[config.mk]
export PLATFORM = sky130hd
export DESIGN_NAME = opt_carrier_mod
export DESIGN_NICKNAME = d
export VERILOG_FILES = /design/src/rtl/cm_pkg.sv /design/src/rtl/cm_div_reg.sv /design/src/rtl/cm_carrier.sv /design/src/rtl/cm_pin_mux.sv /design/src/rtl/opt_carrier_mod.sv
export SDC_FILE = /design/constraint.sdc
export NUM_CORES = 1
export LEC_CHECK = 0
export ABC_CLOCK_PERIOD_IN_PS = 2000
export BUFFER_PORTS_ARGS = -buffer_cell sky130_fd_sc_hd__buf_2
export CORE_MARGIN = 5
export CORE_UTILIZATION = 51
export DETAILED_ROUTE_END_ITERATION = 7
export GPL_TIMING_DRIVEN = 0
export MAX_ROUTING_LAYER = met4
export PLACE_DENSITY = 0.82
export SETUP_SLACK_MARGIN = 0.05
export SKIP_LAST_GASP = 1
export SLEW_MARGIN = 10
export SYNTH_ARGS = -nofsm -noshare
export SYNTH_HDL_FRONTEND = slang
export SYNTH_HIERARCHICAL = 1
export SYNTH_SLANG_ARGS = --single-unit
[constraint.sdc]
create_clock -name clk -period 2 [get_ports clk]
set_clock_uncertainty 0.1 [all_clocks]
set_input_delay 0.2 -clock clk [delete_from_list [all_inputs] [get_ports clk]]
set_output_delay 0.2 -clock clk [all_outputs]
set_load 0.01 [all_outputs]
[src/rtl/cm_pkg.sv]
package cm_pkg;

    // Half-period in reference ticks that best approximates the target carrier.
    function automatic int nearest_half(input int ref_khz, input int car_khz);
        return (ref_khz + car_khz) / (2 * car_khz);
    endfunction

endpackage

[src/rtl/cm_div_reg.sv]
module cm_div_reg #(
    parameter int              DIV_W     = 8,
    parameter logic [DIV_W-1:0] RESET_DIV = '0
) (
    input  logic             clk,
    input  logic             rst_n,
    input  logic             wr,
    input  logic [DIV_W-1:0] wdata,
    output logic [DIV_W-1:0] div
);
    typedef struct packed {
        logic [DIV_W-1:0] div;
    } div_st_t;

    div_st_t st_d, st_q;

    always_comb begin
        st_d = st_q;
        if (wr) begin
            st_d.div = wdata;
        end
    end

    always_ff @(posedge clk) begin
        if (!rst_n) begin
            st_q.div <= RESET_DIV;
        end else begin
            st_q <= st_d;
        end
    end

    assign div = st_q.div;
endmodule

[src/rtl/cm_carrier.sv]
module cm_carrier #(
    parameter int DIV_W = 8
) (
    input  logic             clk,
    input  logic             rst_n,
    input  logic             tick,
    input  logic             arm,
    input  logic [DIV_W-1:0] div,
    output logic             car
);
    typedef struct packed {
        logic [DIV_W-1:0] cnt;
        logic             car;
    } car_st_t;

    car_st_t st_d, st_q;

    always_comb begin
        st_d = st_q;
        if (arm) begin
            // Mark or bypass: park at the start of a high half-period.
            st_d.cnt = '0;
            st_d.car = 1'b1;
        end else if (tick) begin
            // >= so that lowering the divider mid-phase ends the phase at once.
            if (st_q.cnt >= div) begin
                st_d.cnt = '0;
                st_d.car = ~st_q.car;
            end else begin
                st_d.cnt = st_q.cnt + 1'b1;
            end
        end
    end

    always_ff @(posedge clk) begin
        if (!rst_n) begin
            st_q.cnt <= '0;
            st_q.car <= 1'b1;
        end else begin
            st_q <= st_d;
        end
    end

    assign car = st_q.car;
endmodule

[src/rtl/cm_pin_mux.sv]
module cm_pin_mux (
    input  logic mod_en,
    input  logic nrz,
    input  logic car,
    output logic pin
);
    always_comb begin
        if (mod_en) begin
            pin = ~nrz & car;
        end else begin
            pin = nrz;
        end
    end
endmodule

[src/rtl/opt_carrier_mod.sv]
module opt_carrier_mod #(
    parameter int REF_KHZ         = 4096,
    parameter int DEF_CARRIER_KHZ = 38,
    parameter int DIV_W           = 8
) (
    input  logic             clk,
    input  logic             rst_n,
    input  logic             ref_tick,
    input  logic             nrz_in,
    input  logic             mod_en,
    input  logic             div_wr,
    input  logic [DIV_W-1:0] div_val,
    output logic             pin_out
);
    localparam int               DEF_HALF = cm_pkg::nearest_half(REF_KHZ, DEF_CARRIER_KHZ);
    localparam logic [DIV_W-1:0] DEF_DIV  = DIV_W'(DEF_HALF - 1);

    logic [DIV_W-1:0] div_w;
    logic             car_w;
    logic             arm_w;

    assign arm_w = nrz_in | ~mod_en;

    cm_div_reg #(
        .DIV_W     (DIV_W),
        .RESET_DIV (DEF_DIV)
    ) u_div (
        .clk   (clk),
        .rst_n (rst_n),
        .wr    (div_wr),
        .wdata (div_val),
        .div   (div_w)
    );

    cm_carrier #(
        .DIV_W (DIV_W)
    ) u_car (
        .clk   (clk),
        .rst_n (rst_n),
        .tick  (ref_tick),
        .arm   (arm_w),
        .div   (div_w),
        .car   (car_w)
    );

    cm_pin_mux u_mux (
        .mod_en (mod_en),
        .nrz    (nrz_in),
        .car    (car_w),
        .pin    (pin_out)
    );
endmodule

==> results.sh, run 1 <==
export IMPL_setup_viol=0
export IMPL_synth_edf_count=0
export IMPL_period_needed_ns=1.81
export IMPL_crit_start="u_div/div[7]"
export IMPL_p_seq_share_pct=58.9
export IMPL_cts_hold_buf=0
export IMPL_yosys_top_cells_area="dfxtp_1, ha_1, mux2i_1"
export IMPL_route_vias_total=700
export IMPL_critPathMaxFanout=8
export IMPL_cts_max_path_buffers=2
export IMPL_synth_most_common_cell="dfxtp_1"
export IMPL_pwr_share_clk_pct=29.4
export IMPL_ioPinCount=15
export IMPL_grt_use_total_pct=15.5
export IMPL_portBuffers=12
export IMPL_internal_power_uw=463
export IMPL_row_count=15
export IMPL_tns_ns=0
export IMPL_critical_path_top_delay_family="compound AO/OA/AOI/OAI gates"
export IMPL_dr_first_iter_drc_count=10
export IMPL_crit_path_start_kind="flop"
export IMPL_synth_top_area_share_pct=37.4
export IMPL_area_growth_pct=12.9
export IMPL_place_gp_congestion=0.723
export IMPL_die_h_um=52.2
export IMPL_antenna_found_initial=0
export IMPL_arrival_ns=1.93
export IMPL_yosysTopAreaCell="dfxtp_1"
export IMPL_critPathSlowestCell="dfxtp_1"
export IMPL_clkLatencyLatePin_ns=0.28
export IMPL_drt_pass1_iterations=4
export IMPL_core_um2=1710
export IMPL_dp_hpwl_um=1420
export IMPL_p_sw_uw=140
export IMPL_grt_max_degree=10
export IMPL_max_freq_mhz=554
export IMPL_synth_ff_type="dfxtp_1"
export IMPL_powerDensity_nw_per_um2=586
export IMPL_die_area_um2=2730
export IMPL_drv_cap=0
export IMPL_drc=0
export IMPL_maxSlewViolCount=0
export IMPL_fin_ws_ns=0.195
export IMPL_period_share_pct=90.3
export IMPL_syn_nets=119
export IMPL_cts_setup_buffers=0
export IMPL_total_leakage_power_uw=0.000464
export IMPL_rsz0062_at_grt="no"
export IMPL_final_nets=136
export IMPL_wirelength_um=1730
export IMPL_ant_nets=0
export IMPL_synthArstFlopShare_pct=0
export IMPL_cts_tree="built"
export IMPL_grt_first_pass_wirelength_um=3030
export IMPL_r2r_start="u_div/div[7]"
export IMPL_critPathMaxStageDelay_ns=0.34
export IMPL_crit_buf_inv=1
export IMPL_yosys_warnings=6
export IMPL_synth_top_family_by_area="simple AND/OR/NAND/NOR gates"
export IMPL_grt_pass1_vias=727
export IMPL_clk_pin_slew_worst_paths_ns=0.09
export IMPL_tightest_slew_ns=0.417
export IMPL_antenna_cells=0
export IMPL_synth_compound_area_share_pct=8.12
export IMPL_grt_overflow_total=0
export IMPL_finalHoldViolCount=0
export IMPL_hold_path_class="input pin to flop"
export IMPL_comb_power_share_pct=11.8
export IMPL_cts_resized_gates=0
export IMPL_synth_cells=96
export IMPL_cts_sinks=17
export IMPL_path_class="flop to flop"
export IMPL_setup_worst_path_end_class="flop"
export IMPL_avgSynthCellArea_um2=9.48
export IMPL_power_uw=602
export IMPL_start_util_pct=53.3
export IMPL_routedWlPerCell_um=12.6
export IMPL_htreeDepth=1
export IMPL_synth_cell_types=26
export IMPL_seq_area_frac_synth_pct=37.4
export IMPL_relSlewSlack_pct=72.2
export IMPL_worstPathRequired_ns=2.12
export IMPL_cp_cell_sequence="inv_1 > ha_1 > and3_4 > a221oi_2 > o221ai_2 > nor2_1"
export IMPL_die_width_um=52.2
export IMPL_drive_gt1_share_pct=18.8
export IMPL_drt_vias_per_instance=5.11
export IMPL_swShare_pct=23.2
export IMPL_root_buffer="clkbuf_4"
export IMPL_min_from="div_val[2]"
export IMPL_synthMuxAreaShare_pct=11.0
export IMPL_synth_xor_area_share_pct=6.74
export IMPL_run_status="completed"
export IMPL_ys_ff_latch=17
export IMPL_ys_top_cells_by_count="dfxtp_1, nor2_1, inv_1, mux2i_1, ha_1"
export IMPL_num_fill_cells=167
export IMPL_cts_buffers=3
export IMPL_synthAdderAreaFrac_pct=12.4
export IMPL_synth_simple_area_share_pct=18.2
export IMPL_syn_area_um2=910
export IMPL_post_place_ws_ns=0.207
export IMPL_peakVddDrop_mv=0.304
worst register-to-register path, cell delays in order, from the launching register on:
cell	delay [ns]
dfxtp_1	0.34
inv_1	0.05
ha_1	0.32
and3_4	0.19
a221oi_2	0.34
o221ai_2	0.25
nor2_1	0.15
placed cells by master, fill, tap and decap left out, types with 2 or more instances in the layout:
master	instances
dfxtp_1	17
buf_2	12
nor2_1	11
inv_1	10
mux2i_1	10
ha_1	9
nand2_1	8
nor2b_1	6
xnor2_1	4
clkbuf_4	3
xor2_1	3
nand4_1	2
power groups by stage:
stage                     Sequential [uW]  Clock, uW  Combinational (uW)
after global routing                  356        200                79.8
after CTS                             355        181                72.0
after floorplan                       361          0                47.9
final                                 355        177                70.8
after detailed placement              362          0                71.5
after global placement                362          0                66.6
state kept, by name, indices dropped and copies added, names as in the netlist:
signal / cells
u_div/div: 8
u_car/car: 1
u_car/st_q: 8
per-stage QoR:
step	hold slack [ns]	cells	util, %	area, um^2
after floorplan	0.162	96	-	910
after global placement	0.316	133	58.6	1000
after detailed placement	0.324	133	58.6	1000
after CTS	0.0296	137	60.1	1030
after global routing	0.0344	137	60.1	1030
final	0.0361	137	60.1	1030
area by class of cell:
type / instances / area, um^2 / share of cell area (%)
repair buffers: 12 / 60.1 / 5.85
multi-input cells: 67 / 513 / 49.9
plain buffers: 2 / 18.8 / 1.83
inverters: 10 / 37.5 / 3.65
clock buffers: 4 / 26.3 / 2.56
well taps: 25 / 31.3 / 3.05
flip-flops and latches: 17 / 340 / 33.1
logic make-up after synthesis:
| logic type | after synthesis |
|---|---|
| xor gates and xnor gates | 7 |
| DFF | 17 |
| adders and majority gates | 9 |
| muxes | 10 |
| and+or+nand+nor | 33 |
| buffers and inverters | 12 |
| AOI/OAI and AO/OA | 8 |
path summary, 6_finish.rpt:
path / to / slack [ns] / depth (start not counted)
worst min register to register: u_div/div[2] / 0.38 / 2
worst max-delay path: u_car/st_q[4] / 0.19 / 6
worst max register to register: u_car/st_q[4] / 0.19 / 6
worst min-delay path: u_div/div[2] / 0.04 / 3
metal layers:
layer	routed length, um	vias to the layer above	GRT usage [%]
li1	-	352	-
met1	668	333	15.2
met2	980	13	29.1
met3	64	2	2.85
met4	15	0	7.66
met5	0	-	-
(Power assumes the default switching activity.)
==> inputs of run 2 (changes only) <==
- SYNTH_HIERARCHICAL: 1 -> not set
==> run 2 against run 1 <==
Sequential share of layout area down 0.71 points. Non-clock buffer count up 1. Sequential cell count unchanged. Largest power group unchanged. Critical path depth unchanged. Cell count down 0.73%.
==> results.sh, run 2 <==
export IMPL_tightest_slew_ns=0.376
export IMPL_arrival_ns=1.97
export IMPL_grt_pass1_vias=683
export IMPL_final_nets=135
export IMPL_p_sw_uw=147
export IMPL_start_util_pct=53.2
export IMPL_avgSynthCellArea_um2=9.56
export IMPL_grt_overflow_total=0
export IMPL_cts_max_path_buffers=2
export IMPL_cts_tree="built"
export IMPL_powerDensity_nw_per_um2=587
export IMPL_pwr_share_clk_pct=29.3
export IMPL_yosysTopAreaCell="dfxtp_1"
export IMPL_final_common_cell="dfxtp_1"
export IMPL_cts_sinks=17
export IMPL_clk_pin_slew_worst_paths_ns=0.09
export IMPL_yosys_warnings=0
export IMPL_cts_buffers=3
export IMPL_worstPathRequired_ns=2.11
export IMPL_num_fill_cells=154
export IMPL_ys_ff_latch=17
export IMPL_antenna_cells=0
export IMPL_drc=0
export IMPL_synth_top_area_share_pct=37.5
export IMPL_critPathMaxFanout=9
export IMPL_synth_most_common_cell="dfxtp_1"
export IMPL_routedWlPerCell_um=11.7
export IMPL_row_count=15
export IMPL_core_um2=1710
export IMPL_die_h_um=52.2
export IMPL_htreeDepth=1
export IMPL_synth_cell_types=24
export IMPL_rsz0062_at_grt="yes"
export IMPL_yosys_top_cells_area="dfxtp_1, ha_1, mux2i_1"
export IMPL_drt_pass1_iterations=4
export IMPL_hold_path_class="input pin to flop"
export IMPL_dr_first_iter_drc_count=9
export IMPL_synthArstFlopShare_pct=0
export IMPL_crit_path_start_kind="flop"
export IMPL_die_width_um=52.2
export IMPL_tns_ns=0
export IMPL_relSlewSlack_pct=74.9
export IMPL_syn_nets=118
export IMPL_drt_vias_per_instance=5.07
export IMPL_finalHoldViolCount=0
export IMPL_p_seq_share_pct=57.4
export IMPL_ioPinCount=15
export IMPL_cts_hold_buf=0
export IMPL_run_status="completed"
export IMPL_portBuffers=12
export IMPL_placed_area_um2=1000
export IMPL_synth_ff_type="dfxtp_1"
export IMPL_cts_setup_buffers=0
export IMPL_area_growth_pct=15.6
export IMPL_postLayoutCellArea_um2=1050
export IMPL_seq_area_frac_synth_pct=37.5
export IMPL_antenna_found_initial=0
export IMPL_die_area_um2=2730
export IMPL_root_buffer="clkbuf_4"
export IMPL_clkLatencyLatePin_ns=0.28
export IMPL_path_class="flop to flop"
export IMPL_synth_cells=95
export IMPL_drive_gt1_share_pct=19.8
export IMPL_cts_resized_gates=0
export IMPL_ant_nets=0
export IMPL_total_leakage_power_uw=0.000457
export IMPL_peakVddDrop_mv=0.451
export IMPL_dp_hpwl_um=1220
export IMPL_comb_power_share_pct=13.2
export IMPL_period_share_pct=92.9
export IMPL_mostFrequentLayoutCells="dfxtp_1, buf_2, inv_1, nand2_1, ha_1"
export IMPL_internal_power_uw=469
export IMPL_wirelength_um=1590
export IMPL_reg_largest_list="u_car.st_q: 8 flops, u_div.div: 8 flops, u_car.car: 1 flops"
export IMPL_drv_cap=0
export IMPL_grt_max_degree=11
export IMPL_synth_edf_count=0
export IMPL_maxSlewViolCount=0
export IMPL_grt_first_pass_wirelength_um=2750
export IMPL_period_needed_ns=1.86
export IMPL_max_freq_mhz=538
export IMPL_setup_worst_path_end_class="flop"
export IMPL_place_gp_congestion=0.797
export IMPL_setup_viol=0
export IMPL_syn_area_um2=908
export IMPL_route_vias_total=690
export IMPL_ys_top_cells_by_count="dfxtp_1, inv_1, nand2_1"
export IMPL_swShare_pct=23.9
export IMPL_grt_use_total_pct=14.0
[run 2: routing by layer]
layer	GRT usage (%)	up-vias	wire length, um
met5	-	-	0
li1	-	357	-
met2	24.7	11	790
met4	7.66	0	13
met3	2.56	2	71
met1	14.6	320	713
[run 2: final cells by class]
| cell class | count | area (um^2) | share of cell area (%) |
|---|---|---|---|
| tap | 25 | 31.3 | 2.98 |
| sequential | 17 | 340 | 32.4 |
| multi-input combinational | 65 | 538 | 51.3 |
| clock buffer | 4 | 26.3 | 2.50 |
| timing repair buffer | 12 | 60.1 | 5.72 |
| inverter | 10 | 37.5 | 3.58 |
| buffer | 3 | 16.3 | 1.55 |
[run 2: power by group through the flow]
| stage | sequential (uW) | clock (uW) | combinational (uW) |
|---|---|---|---|
| 2_1_floorplan | 361 | 0 | 58.0 |
| 3_3_place_gp | 361 | 0 | 75.6 |
| 3_5_place_dp | 362 | 0 | 78.8 |
| 4_1_cts | 354 | 185 | 79.6 |
| 5_1_grt | 356 | 208 | 91.1 |
| 6_report | 354 | 181 | 81.7 |
[run 2: logic make-up after synthesis]
logic type      synth area share, %
compound gates                 11.7
flops                          37.5
mux                            7.71
buf+inv                        5.92
fa+ha+maj                      12.4
xor+xnor                       6.75
simple gates                   18.0
[run 2: worst max-delay path, cell delays in order (launching register included)]
cell	delay (ns)
dfxtp_1	0.40
inv_1	0.07
ha_1	0.26
nand2b_4	0.15
a2111oi_4	0.39
o22ai_4	0.19
nor3_1	0.22
[run 2: through the flow]
step	instances	hold WS, ns	utilization (%)	power (uW)	setup slack (ns)
after floorplan	95	0.228	-	419	0.293
after global placement	132	0.317	58.5	437	0.201
after detailed placement	132	0.324	58.5	441	0.147
after CTS	136	0.0202	60.1	619	0.114
after global routing	136	0.0217	61.5	655	0.0520
final	136	0.0251	61.5	616	0.142
[run 2: path summary, 6_finish.rpt]
check | slack (ns) | start | cells past startpoint | endpoint
max | 0.14 | u_car.st_q[1] | 6 | u_car.st_q[7]
min | 0.03 | div_val[0] | 3 | u_div.div[0]
max reg2reg | 0.14 | u_car.st_q[1] | 6 | u_car.st_q[7]
min reg2reg | 0.40 | u_div.div[4] | 2 | u_div.div[4]
==> inputs of run 3 (changes only) <==
- ABC_CLOCK_PERIOD_IN_PS: 2000 -> 1600
- CORE_UTILIZATION: 51 -> 48
- PLACE_DENSITY: 0.82 -> 0.81
- clock period: 2 -> 1.6 ns (I/O delays scaled with it)
==> run 3 against run 2 <==
The flow now finishes with violations (negative hold slack, negative setup slack). First-iteration DRC count is 22% lower. Cell count is 5.9% higher. Cell area is 15% higher. Sequential power is 26% higher. Non-clock buffer count is 7 higher. Maximum frequency is 12% higher. Clock power is 27% higher. Global-route usage is 2.5 points higher. Clock-buffer cell count is 1 lower. Die area is 5.0% higher. Utilization is 7.1 points higher. Critical path type unchanged. Critical endpoint is now u_car.st_q[8]. Largest cell class unchanged.
==> results.sh, run 3 (synthesis results as in run 2) <==
export IMPL_final_common_cell="buf_2"
export IMPL_utilization_pct=68.6
export IMPL_place_gp_congestion=0.809
export IMPL_peakVddDrop_mv=0.560
export IMPL_drt_vias_per_instance=5.13
export IMPL_die_h_um=53.5
export IMPL_grt_pass1_vias=740
export IMPL_violations="negative hold slack, negative setup slack"
export IMPL_rsz0062_at_grt="yes"
export IMPL_finalHoldViolCount=1
export IMPL_final_cells=144
export IMPL_setup_viol=9
export IMPL_ant_nets=0
export IMPL_max_freq_mhz=603
export IMPL_dp_hpwl_um=1240
export IMPL_grtUsageMet2_pct=28.8
export IMPL_clkLatencyLatePin_ns=0.30
export IMPL_postLayoutCellArea_um2=1210
export IMPL_drv_cap=0
export IMPL_fin_ws_ns=-0.0582
export IMPL_drive_gt1_share_pct=40.3
export IMPL_num_fill_cells=147
export IMPL_tns_ns=-0.292
export IMPL_grt_busiest_layer="met2"
export IMPL_antenna_cells=0
export IMPL_post_place_ws_ns=-0.0988
export IMPL_area_growth_pct=33.2
export IMPL_routedWlPerCell_um=12.8
export IMPL_critPathSlowestCell="a221oi_4"
export IMPL_mostFrequentLayoutCells="buf_2, nand2_1, dfxtp_2"
export IMPL_htreeDepth=1
export IMPL_arrival_ns=1.78
export IMPL_final_nets=143
export IMPL_cts_sinks=17
export IMPL_die_width_um=53.5
export IMPL_grt_max_degree=11
export IMPL_maxSlewViolCount=0
export IMPL_wirelength_um=1840
export IMPL_core_um2=1760
export IMPL_cts_buffers=3
export IMPL_critPathMaxFanout=5
export IMPL_period_share_pct=104
export IMPL_grt_first_pass_wirelength_um=3180
export IMPL_drc=0
export IMPL_dr_first_iter_drc_count=7
export IMPL_row_count=15
export IMPL_ioPinCount=15
export IMPL_cp_cell_sequence="inv_2 > ha_4 > and3_4 > a221oi_4 > o22ai_4 > nor3_2"
export IMPL_die_area_um2=2860
export IMPL_dp_cells=132
export IMPL_root_buffer="clkbuf_4"
export IMPL_critPathMaxStageDelay_ns=0.37
export IMPL_antenna_found_initial=0
export IMPL_period_needed_ns=1.66
export IMPL_start_util_pct=51.5
export IMPL_grt_use_total_pct=16.5
export IMPL_drt_pass1_iterations=4
export IMPL_crit_path_start_kind="flop"
export IMPL_cts_max_path_buffers=2
export IMPL_grt_overflow_total=0
export IMPL_hold_path_class="input pin to flop"
export IMPL_use_met3_pct=5.35
export IMPL_reg_largest_list="u_car.st_q: 8 flops, u_div.div: 8 flops, u_car.car: 1 flops"
export IMPL_run_status="complete, but fails checks"
export IMPL_powerDensity_nw_per_um2=663
export IMPL_clk_pin_slew_worst_paths_ns=0.10
export IMPL_cts_tree="built"
export IMPL_grt_util_met1_pct=15.7
export IMPL_placed_area_um2=1040
export IMPL_tightest_slew_ns=0.391
export IMPL_portBuffers=12
export IMPL_total_leakage_power_uw=0.000496
export IMPL_worstPathRequired_ns=1.72
export IMPL_relSlewSlack_pct=74.0
export IMPL_path_class="flop to flop"
export IMPL_whs_ns=-0.00359
export IMPL_route_vias_total=738
export IMPL_setup_worst_path_end_class="flop"
[run 3: cell types whose count changed in the layout (fill, tap and decap cells not counted), sizes merged]
| cell | delta |
|---|---|
| buf | +4 |
| dlygate4sd3 | +3 |
| clkbuf | -1 |
| clkinv | +1 |
| o22ai | +1 |
[run 3: area by class of cell]
cell class | count | area (um^2) | share of cell area (%)
Clock buffer | 3 | 22.5 | 1.86
Timing Repair Buffer | 19 | 120 | 9.93
Sequential cell | 17 | 353 | 29.2
Inverter | 10 | 37.5 | 3.10
Tap cell | 25 | 31.3 | 2.59
Buffer | 3 | 16.3 | 1.34
Clock inverter | 1 | 5.00 | 0.414
Multi-Input combinational cell | 66 | 624 | 51.6
[run 3: final timing paths]
check / end / startpoint / slack [ns] / cells past startpoint
worst max-delay path: u_car.st_q[8] / u_div.div[7] / -0.06 / 6
worst min-delay path: u_div.div[0] / div_val[0] / -0.004 / 3
worst max register to register: u_car.st_q[8] / u_div.div[7] / -0.06 / 6
worst min register to register: u_div.div[2] / u_div.div[2] / 0.40 / 2
[run 3: power by group]
| group | leakage [uW] | internal [uW] | switching, uW |
|---|---|---|---|
| combinational | 0.000336 | 68.0 | 60.1 |
| clock | 0.0000177 | 93.3 | 136 |
| sequential | 0.000142 | 438 | 6.96 |
| total | 0.000496 | 599 | 203 |
[run 3: critical path, delay by kind of cell, from the launching register on]
kind / cells / cell delay [ns]
DFF: 1 / 0.34
adders and majority gates: 1 / 0.21
AOI/OAI and AO/OA: 2 / 0.51
and+or+nand+nor: 2 / 0.38
buffers and inverters: 1 / 0.04
[run 3: timing repair]
action                                  CTS  global route
endpoints found under the setup margin    9             9
setup buffers                             4             0
pin swaps                                 6             1
endpoints found under the hold margin     3             0
hold buffers                              3             0
gates cloned                              1             0
resized for setup                        16             1
[run 3: per-layer routing]
layer  wire length, um  vias up
met2               938       16
met3               110        4
met5                 0        -
met1               746      341
li1                  -      377
met4                44        0
[run 3: per-stage QoR]
stage | hold slack, ns | power [uW]
final | -0.00359 | 803
after global routing | 0.00814 | 849
after CTS | 0.000150 | 812
after detailed placement | 0.287 | 561
after global placement | 0.276 | 555
after floorplan | 0.188 | 531
